[src/rtl/dbg_chain_pkg.sv]
package dbg_chain_pkg;
  localparam int unsigned IR_W  = 5;
  localparam int unsigned SEL_W = 5;
  localparam int unsigned ID_W  = 32;
  localparam int unsigned N_OP  = 8;
  localparam int unsigned N_EN  = 4;

  localparam logic [IR_W-1:0] C_EXTEST  = 5'h00;
  localparam logic [IR_W-1:0] C_SCAN_N  = 5'h02;
  localparam logic [IR_W-1:0] C_RESTART = 5'h04;
  localparam logic [IR_W-1:0] C_HALT    = 5'h08;
  localparam logic [IR_W-1:0] C_INTEST  = 5'h0C;
  localparam logic [IR_W-1:0] C_ITRSEL  = 5'h1D;
  localparam logic [IR_W-1:0] C_IDCODE  = 5'h1E;
  localparam logic [IR_W-1:0] C_BYPASS  = 5'h1F;

  // slot i of the table holds the code of op_e value i
  typedef enum logic [2:0] {
    OP_EXT, OP_SEL, OP_RESTART, OP_HALT, OP_INT, OP_ITR, OP_ID, OP_BYP
  } op_e;

  localparam logic [N_OP*IR_W-1:0] CODE_TBL_DEF =
    {C_BYPASS, C_IDCODE, C_ITRSEL, C_INTEST, C_HALT, C_RESTART, C_SCAN_N, C_EXTEST};

  // chains that get a dedicated enable, bit 0 first
  localparam logic [N_EN*SEL_W-1:0] EN_LIST_DEF = {5'd7, 5'd5, 5'd4, 5'd1};
endpackage

[src/rtl/dbg_ir_reg.sv]
module dbg_ir_reg #(
  parameter int unsigned     IR_W     = 5,
  parameter logic [IR_W-1:0] RST_CODE = '1
) (
  input  logic            clk_i,
  input  logic            rst_ni,
  input  logic            tlr_i,
  input  logic            capture_i,
  input  logic            shift_i,
  input  logic            update_i,
  input  logic            tdi_i,
  output logic [IR_W-1:0] instr_o,
  output logic            tdo_o
);
  logic [IR_W-1:0] sr_q, ir_q;

  always_ff @(posedge clk_i or negedge rst_ni) begin
    if (!rst_ni) begin
      sr_q <= '0;
      ir_q <= RST_CODE;
    end else if (tlr_i) begin
      sr_q <= '0;
      ir_q <= RST_CODE;
    end else begin
      if (capture_i)    sr_q <= IR_W'(1);
      else if (shift_i) sr_q <= {tdi_i, sr_q[IR_W-1:1]};
      if (update_i)     ir_q <= sr_q;
    end
  end

  assign instr_o = ir_q;
  assign tdo_o   = sr_q[0];
endmodule

[src/rtl/dbg_scan_sel.sv]
module dbg_scan_sel #(
  parameter int unsigned      SEL_W   = 5,
  parameter logic [SEL_W-1:0] CAP_PAT = 5'h10
) (
  input  logic             clk_i,
  input  logic             rst_ni,
  input  logic             tlr_i,
  input  logic             active_i,
  input  logic             capture_i,
  input  logic             shift_i,
  input  logic             update_i,
  input  logic             tdi_i,
  output logic [SEL_W-1:0] sel_o,
  output logic             tdo_o
);
  logic [SEL_W-1:0] sr_q, sel_q;

  always_ff @(posedge clk_i or negedge rst_ni) begin
    if (!rst_ni) begin
      sr_q  <= '0;
      sel_q <= '0;
    end else if (tlr_i) begin
      sr_q  <= '0;
      sel_q <= '0;
    end else if (active_i) begin
      if (capture_i)    sr_q <= CAP_PAT;
      else if (shift_i) sr_q <= {tdi_i, sr_q[SEL_W-1:1]};
      if (update_i)     sel_q <= sr_q;
    end
  end

  assign sel_o = sel_q;
  assign tdo_o = sr_q[0];
endmodule

[src/rtl/dbg_chain_route.sv]
module dbg_chain_route
  import dbg_chain_pkg::*;
#(
  parameter int unsigned               NUM_CHAINS = 8,
  parameter int unsigned               ITR_CHAIN  = 4,
  parameter logic [ID_W-1:0]           ID_VAL     = 32'h1C5A_E0D3,
  parameter logic [N_OP*IR_W-1:0]      CODE_TBL   = CODE_TBL_DEF,
  parameter logic [N_EN*SEL_W-1:0]     EN_LIST    = EN_LIST_DEF
) (
  input  logic                  clk_i,
  input  logic                  rst_ni,
  input  logic                  tlr_i,
  input  logic [IR_W-1:0]       instr_i,
  input  logic [SEL_W-1:0]      sel_i,
  input  logic                  capture_dr_i,
  input  logic                  shift_dr_i,
  input  logic                  tdi_i,
  input  logic [NUM_CHAINS-1:0] chain_tdo_i,
  input  logic                  sel_tdo_i,
  output logic                  scan_n_o,
  output logic                  tdo_o,
  output logic [SEL_W-1:0]      chain_o,
  output logic [N_EN-1:0]       chain_en_o,
  output logic                  intest_o,
  output logic                  extest_o
);
  localparam int unsigned IDX_W = (NUM_CHAINS > 1) ? $clog2(NUM_CHAINS) : 1;

  op_e              op;
  logic             ext_route, in_range, byp_q;
  logic [SEL_W-1:0] eff;
  logic [ID_W-1:0]  id_q;

  always_comb begin
    op = OP_BYP;  // undefined codes fall back to bypass
    for (int i = 0; i < int'(N_OP); i++)
      if (instr_i == CODE_TBL[i*IR_W +: IR_W]) op = op_e'(3'(i));
  end

  assign scan_n_o  = (op == OP_SEL);
  assign intest_o  = (op == OP_INT);
  assign extest_o  = (op == OP_EXT);
  assign ext_route = (op == OP_EXT) || (op == OP_INT) || (op == OP_ITR);
  assign eff       = (op == OP_ITR) ? SEL_W'(ITR_CHAIN) : sel_i;
  assign in_range  = {1'b0, eff} < (SEL_W+1)'(NUM_CHAINS);
  assign chain_o   = eff;

  for (genvar g = 0; g < int'(N_EN); g++) begin : g_en
    assign chain_en_o[g] = ext_route && (eff == EN_LIST[g*SEL_W +: SEL_W]);
  end

  always_ff @(posedge clk_i or negedge rst_ni) begin
    if (!rst_ni) begin
      byp_q <= 1'b0;
      id_q  <= '0;
    end else if (tlr_i) begin
      byp_q <= 1'b0;
      id_q  <= '0;
    end else begin
      if (capture_dr_i)    byp_q <= 1'b0;
      else if (shift_dr_i) byp_q <= tdi_i;
      if (op == OP_ID) begin
        if (capture_dr_i)    id_q <= ID_VAL;
        else if (shift_dr_i) id_q <= {tdi_i, id_q[ID_W-1:1]};
      end
    end
  end

  always_comb begin
    unique case (op)
      OP_SEL:                tdo_o = sel_tdo_i;
      OP_ID:                 tdo_o = id_q[0];
      OP_EXT, OP_INT, OP_ITR: tdo_o = in_range ? chain_tdo_i[eff[IDX_W-1:0]] : byp_q;
      default:               tdo_o = byp_q;
    endcase
  end
endmodule

[src/rtl/dbg_chain_sel.sv]
module dbg_chain_sel
  import dbg_chain_pkg::*;
#(
  parameter int unsigned           NUM_CHAINS = 8,
  parameter int unsigned           ITR_CHAIN  = 4,
  parameter logic [ID_W-1:0]       ID_VAL     = 32'h1C5A_E0D3,
  parameter logic [N_OP*IR_W-1:0]  CODE_TBL   = CODE_TBL_DEF,
  parameter logic [N_EN*SEL_W-1:0] EN_LIST    = EN_LIST_DEF
) (
  input  logic                  clk_i,
  input  logic                  rst_ni,
  input  logic                  tlr_i,
  input  logic                  capture_ir_i,
  input  logic                  shift_ir_i,
  input  logic                  update_ir_i,
  input  logic                  capture_dr_i,
  input  logic                  shift_dr_i,
  input  logic                  update_dr_i,
  input  logic                  tdi_i,
  input  logic [NUM_CHAINS-1:0] chain_tdo_i,
  output logic                  tdo_o,
  output logic [IR_W-1:0]       instr_o,
  output logic [SEL_W-1:0]      chain_o,
  output logic [N_EN-1:0]       chain_en_o,
  output logic                  intest_o,
  output logic                  extest_o
);
  logic             ir_tdo, sel_tdo, dr_tdo, scan_n;
  logic [SEL_W-1:0] sel;

  dbg_ir_reg #(
    .IR_W    (IR_W),
    .RST_CODE(CODE_TBL[int'(OP_ID)*IR_W +: IR_W])
  ) u_ir (
    .clk_i    (clk_i),
    .rst_ni   (rst_ni),
    .tlr_i    (tlr_i),
    .capture_i(capture_ir_i),
    .shift_i  (shift_ir_i),
    .update_i (update_ir_i),
    .tdi_i    (tdi_i),
    .instr_o  (instr_o),
    .tdo_o    (ir_tdo)
  );

  dbg_scan_sel #(
    .SEL_W  (SEL_W),
    .CAP_PAT(5'h10)
  ) u_sel (
    .clk_i    (clk_i),
    .rst_ni   (rst_ni),
    .tlr_i    (tlr_i),
    .active_i (scan_n),
    .capture_i(capture_dr_i),
    .shift_i  (shift_dr_i),
    .update_i (update_dr_i),
    .tdi_i    (tdi_i),
    .sel_o    (sel),
    .tdo_o    (sel_tdo)
  );

  dbg_chain_route #(
    .NUM_CHAINS(NUM_CHAINS),
    .ITR_CHAIN (ITR_CHAIN),
    .ID_VAL    (ID_VAL),
    .CODE_TBL  (CODE_TBL),
    .EN_LIST   (EN_LIST)
  ) u_route (
    .clk_i       (clk_i),
    .rst_ni      (rst_ni),
    .tlr_i       (tlr_i),
    .instr_i     (instr_o),
    .sel_i       (sel),
    .capture_dr_i(capture_dr_i),
    .shift_dr_i  (shift_dr_i),
    .tdi_i       (tdi_i),
    .chain_tdo_i (chain_tdo_i),
    .sel_tdo_i   (sel_tdo),
    .scan_n_o    (scan_n),
    .tdo_o       (dr_tdo),
    .chain_o     (chain_o),
    .chain_en_o  (chain_en_o),
    .intest_o    (intest_o),
    .extest_o    (extest_o)
  );

  assign tdo_o = shift_ir_i ? ir_tdo : dr_tdo;
endmodule

[config.mk]
export PLATFORM = sky130hd
export DESIGN_NAME = dbg_chain_sel
export DESIGN_NICKNAME = d
export VERILOG_FILES = /design/src/rtl/dbg_chain_pkg.sv /design/src/rtl/dbg_ir_reg.sv /design/src/rtl/dbg_scan_sel.sv /design/src/rtl/dbg_chain_route.sv /design/src/rtl/dbg_chain_sel.sv
export SDC_FILE = /design/constraint.sdc
export NUM_CORES = 1
export LEC_CHECK = 0
export BUFFER_PORTS_ARGS = -buffer_cell sky130_fd_sc_hd__buf_2
export CAP_MARGIN = 20
export CORE_ASPECT_RATIO = 1.25
export CORE_MARGIN = 5
export CORE_UTILIZATION = 35
export DETAILED_ROUTE_END_ITERATION = 12
export GPL_TIMING_DRIVEN = 1
export PLACE_DENSITY_LB_ADDON = 0.15
export RECOVER_POWER = 50
export SYNTH_ARGS = -nofsm -noshare
export SYNTH_HDL_FRONTEND = slang
export SYNTH_SLANG_ARGS = --single-unit
export TNS_END_PERCENT = 20
[constraint.sdc]
create_clock -name clk_i -period 1.6 [get_ports clk_i]
set_input_delay 0.32 -clock clk_i [delete_from_list [all_inputs] [get_ports clk_i]]
set_output_delay 0.32 -clock clk_i [all_outputs]
set_load 0.02 [all_outputs]
==> metrics.yaml <==
synth:
  synthCells: 258
  syn_nets: 276
  ys_seq_area_share_pct: 51.68
  ys.flop_type: "dfrtp_1"
  avgSynthCellArea_um2: 9.985
  async_flop_share_pct: 100.0
  syn_area_um2: 2576
  yosys_register_bits: 53
  synth_edf_count: 0
  synth_cell_types: 45
  yosysWarningCount: 0
setup_path:
  path_max_fanout: 3
  cp.arrival_ns: 1.90
  r2r_cells: 8
  r2r_start: "u_ir.instr_o[3]"
  r2r-end: "u_sel.sr_q[3]"
  critical_path_class: "reg -> out"
  worstPathRequired_ns: 1.28
  crit_path_top_delay_cell: "or3_4"
  endpoint_kind: "output pin"
  crit_chain: "or3_4, o32ai_4, nand3b_1, a32oi_2, buf_4"
  start_kind: "flop"
  r2r_setup_slack_ns: -0.15
  cp_slowest_stage_delay_ns: 0.42
global_route:
  grt_overflow: 0
  grt.total_usage_pct: 13.51
  globalRouteMet1Util_pct: 18.44
  grt-busiest-layer: "met2"
  grt_pass1_vias: 2055
  grt_max_degree: 36
  antenna_found_initial: 0
  met3_usage_pct: 2.481
  grt_pass1_wl_um: 10030
  grt.met2_usage_pct: 21.72
timing:
  maxSlewHeadroom_pct: 66.56
  worst_slack_ns: -0.6246
  hold_viol_final: 0
  fmax_ghz: 0.4495
  fin_crit_ns: 2.225
  final.setup.tns_ns: -7.216
  fin_skew_ns: 0.008726
  timing.final.crit_share_pct: 139.0
  setup_violations: 46
  rsz0062_at_grt: "true"
  slew_viol_final: 0
  worst_pin_slew_ns: 0.5016
routing:
  drcViolationCount: 0
  vias_per_cell: 5.070
  drtIter0Drc: 91
  dr.pass1.iters: 4
  wl_um: 6026
  wl_per_cell_um: 14.52
  antenna_left: 0
  vias: 2104
pwr:
  p_leak_nw: 1.581
  ir_drop_v: 0.0004891
  powerDensity_nw_per_um2: 825.6
  power_mw: 2.861
floorplanning:
  start_util_pct: 35.44
  fp.dieH_um: 105.9
  rows: 35
  core-area_um2: 7269
  die_area_um2: 9187
  io_pins: 35
  die_w_um: 86.74
cts:
  numCtsBuffers: 5
  cts_tree: "yes"
  clk-insertion-delay-late_ns: 0.30
  cts_max_level: 2
  clk_transition_reported_paths_ns: 0.09
  cts_root_buffer: "clkbuf_8"
  clkSinkCount: 53
  clockBufferDepth: 2
finish:
  areaGrowthSynthToFinish_pct: 34.53
  final_cell_count_no_fill: 415
  multiInputGateArea_um2: 1318
  final_layout_size_suffix_gt1_share_pct: 39.32
  final_nets: 340
  n_antenna_cell: 0
  fillerInstances: 713
  final_util_pct: 47.68
  register_area_um2: 1333
place:
  hpwl_um: 4114
  port_buffers: 34
  dp_cells: 398
  place.gp.congestion: 0.7836
  pre_cts_slack_ns: -0.3157
min_path:
  whs_endpoint: "u_ir.sr_q[1]"
  min_path_type: "in -> reg"
  min_from: "capture_ir_i"
  min_path_cells: 2
outcome:
  violations: "negative setup slack"
  status: "complete, but fails checks"
job:
  max_cap_viol_count: 0
## sequential cells by signal (all words and copies together), names as in the netlist
register       flops
u_route.id_q      32
u_ir.sr_q          5
u_route.byp_q      1
u_sel.sel_o        5
u_sel.sr_q         5
u_ir.instr_o       5
## final cells by class
type	count	area share, %
repair buffers	75	16.53
clock inverters	1	0.8664
multi-input cells	184	38.01
flip-flops and latches	53	38.45
inverters	3	0.3249
clock buffers	7	2.491
well taps	92	3.321
## logic make-up after synthesis
| family | Yosys count | synth area share, % |
|---|---|---|
| and+or+nand+nor | 111 | 19.62 |
| AOI/OAI and AO/OA | 59 | 18.80 |
| DFF | 53 | 51.68 |
| buffers and inverters | 21 | 4.031 |
| muxes | 13 | 5.537 |
| xor gates and xnor gates | 1 | 0.3400 |
## metrics by stage
step	instance area (um2)	hold slack (ns)
floorplan	2610	0.02441
detailed placement	3095	0.2923
finish	3466	0.2403
CTS	3381	0.2271
global placement	3095	0.2921
global route	3466	0.2414
## placed cells by master (no fill, tap or decap), types with 3 or more instances in the layout
master    synthesis  final
nor2b_1          10      9
buf_12            0      3
nand2_1          47     45
clkbuf_8          0      6
buf_4             4     33
mux2i_1          12     12
o21ai_0           6      3
o21ai_1          11     12
nor2_1           31     29
inv_1             3      3
dfstp_2           4      4
buf_2             2     26
dfrtp_1          49     48
nor3_1            5      5
a22o_1            6      6
buf_6             1     10
o31ai_2           5     15
a211o_1           4      4
nor4_2            0      3
## worst max path at each step
stage	from	to	slack, ns	cells past startpoint
after detailed placement	u_ir.instr_o[2]	tdo_o	-0.32	5
final	u_ir.instr_o[0]	tdo_o	-0.62	5
after CTS	u_ir.instr_o[0]	tdo_o	-0.64	5
after global placement	u_ir.instr_o[0]	tdo_o	-0.27	5
after floorplan	u_ir.instr_o[0]	tdo_o	-0.29	4
after global routing	u_ir.instr_o[2]	tdo_o	-0.75	5
## repair_timing
action | in CTS | in global routing
setup buffers | 4 | 4
resized for setup | 31 | 15
setup endpoints to repair | 33 | 52
endpoints found under the hold margin | 14 | 0
pin swaps | 16 | 6
hold buffers | 1 | 0
## cells in the mapped netlist, types with 2 or more instances
library cell | n | share of area, %
o21ai_0 | 6 | 1.2
nor4_1 | 3 | 0.73
nor3b_1 | 2 | 0.58
and3_1 | 2 | 0.49
nor3_1 | 5 | 0.97
dfstp_2 | 4 | 4.1
o31ai_2 | 5 | 2.4
dfrtp_1 | 49 | 48
o21ai_1 | 11 | 2.1
a2bb2oi_1 | 2 | 0.68
buf_4 | 4 | 1.2
nor2_1 | 31 | 4.5
nand2_1 | 47 | 6.8
a22o_1 | 6 | 2.0
buf_2 | 2 | 0.39
mux2i_1 | 12 | 4.7
a211o_1 | 4 | 1.4
clkbuf_1 | 11 | 1.6
o31ai_1 | 11 | 3.2
inv_1 | 3 | 0.44
a31oi_1 | 2 | 0.49
nand3_1 | 3 | 0.58
a211oi_1 | 2 | 0.58
nor2b_1 | 10 | 2.4
## metal layers
metal | wire, um | vias up
met5 | 0 | -
met4 | 54 | 0
met3 | 286 | 4
met2 | 2908 | 40
met1 | 2777 | 1032
li1 | - | 1028
## power by group
part | total (mW) | switching (mW) | internal [mW]
Sequential | 1.46 | 0.0498 | 1.41
Combinational | 0.462 | 0.258 | 0.204
Clock | 0.940 | 0.429 | 0.511
## critical path, delay by kind of cell (launching register included)
family,cells,cell delay (ns)
AOI/OAI and AO/OA,2,0.47
and+or+nand+nor,2,0.56
buffers and inverters,1,0.17
DFF,1,0.41
Power figures use the tool's default switching activity.
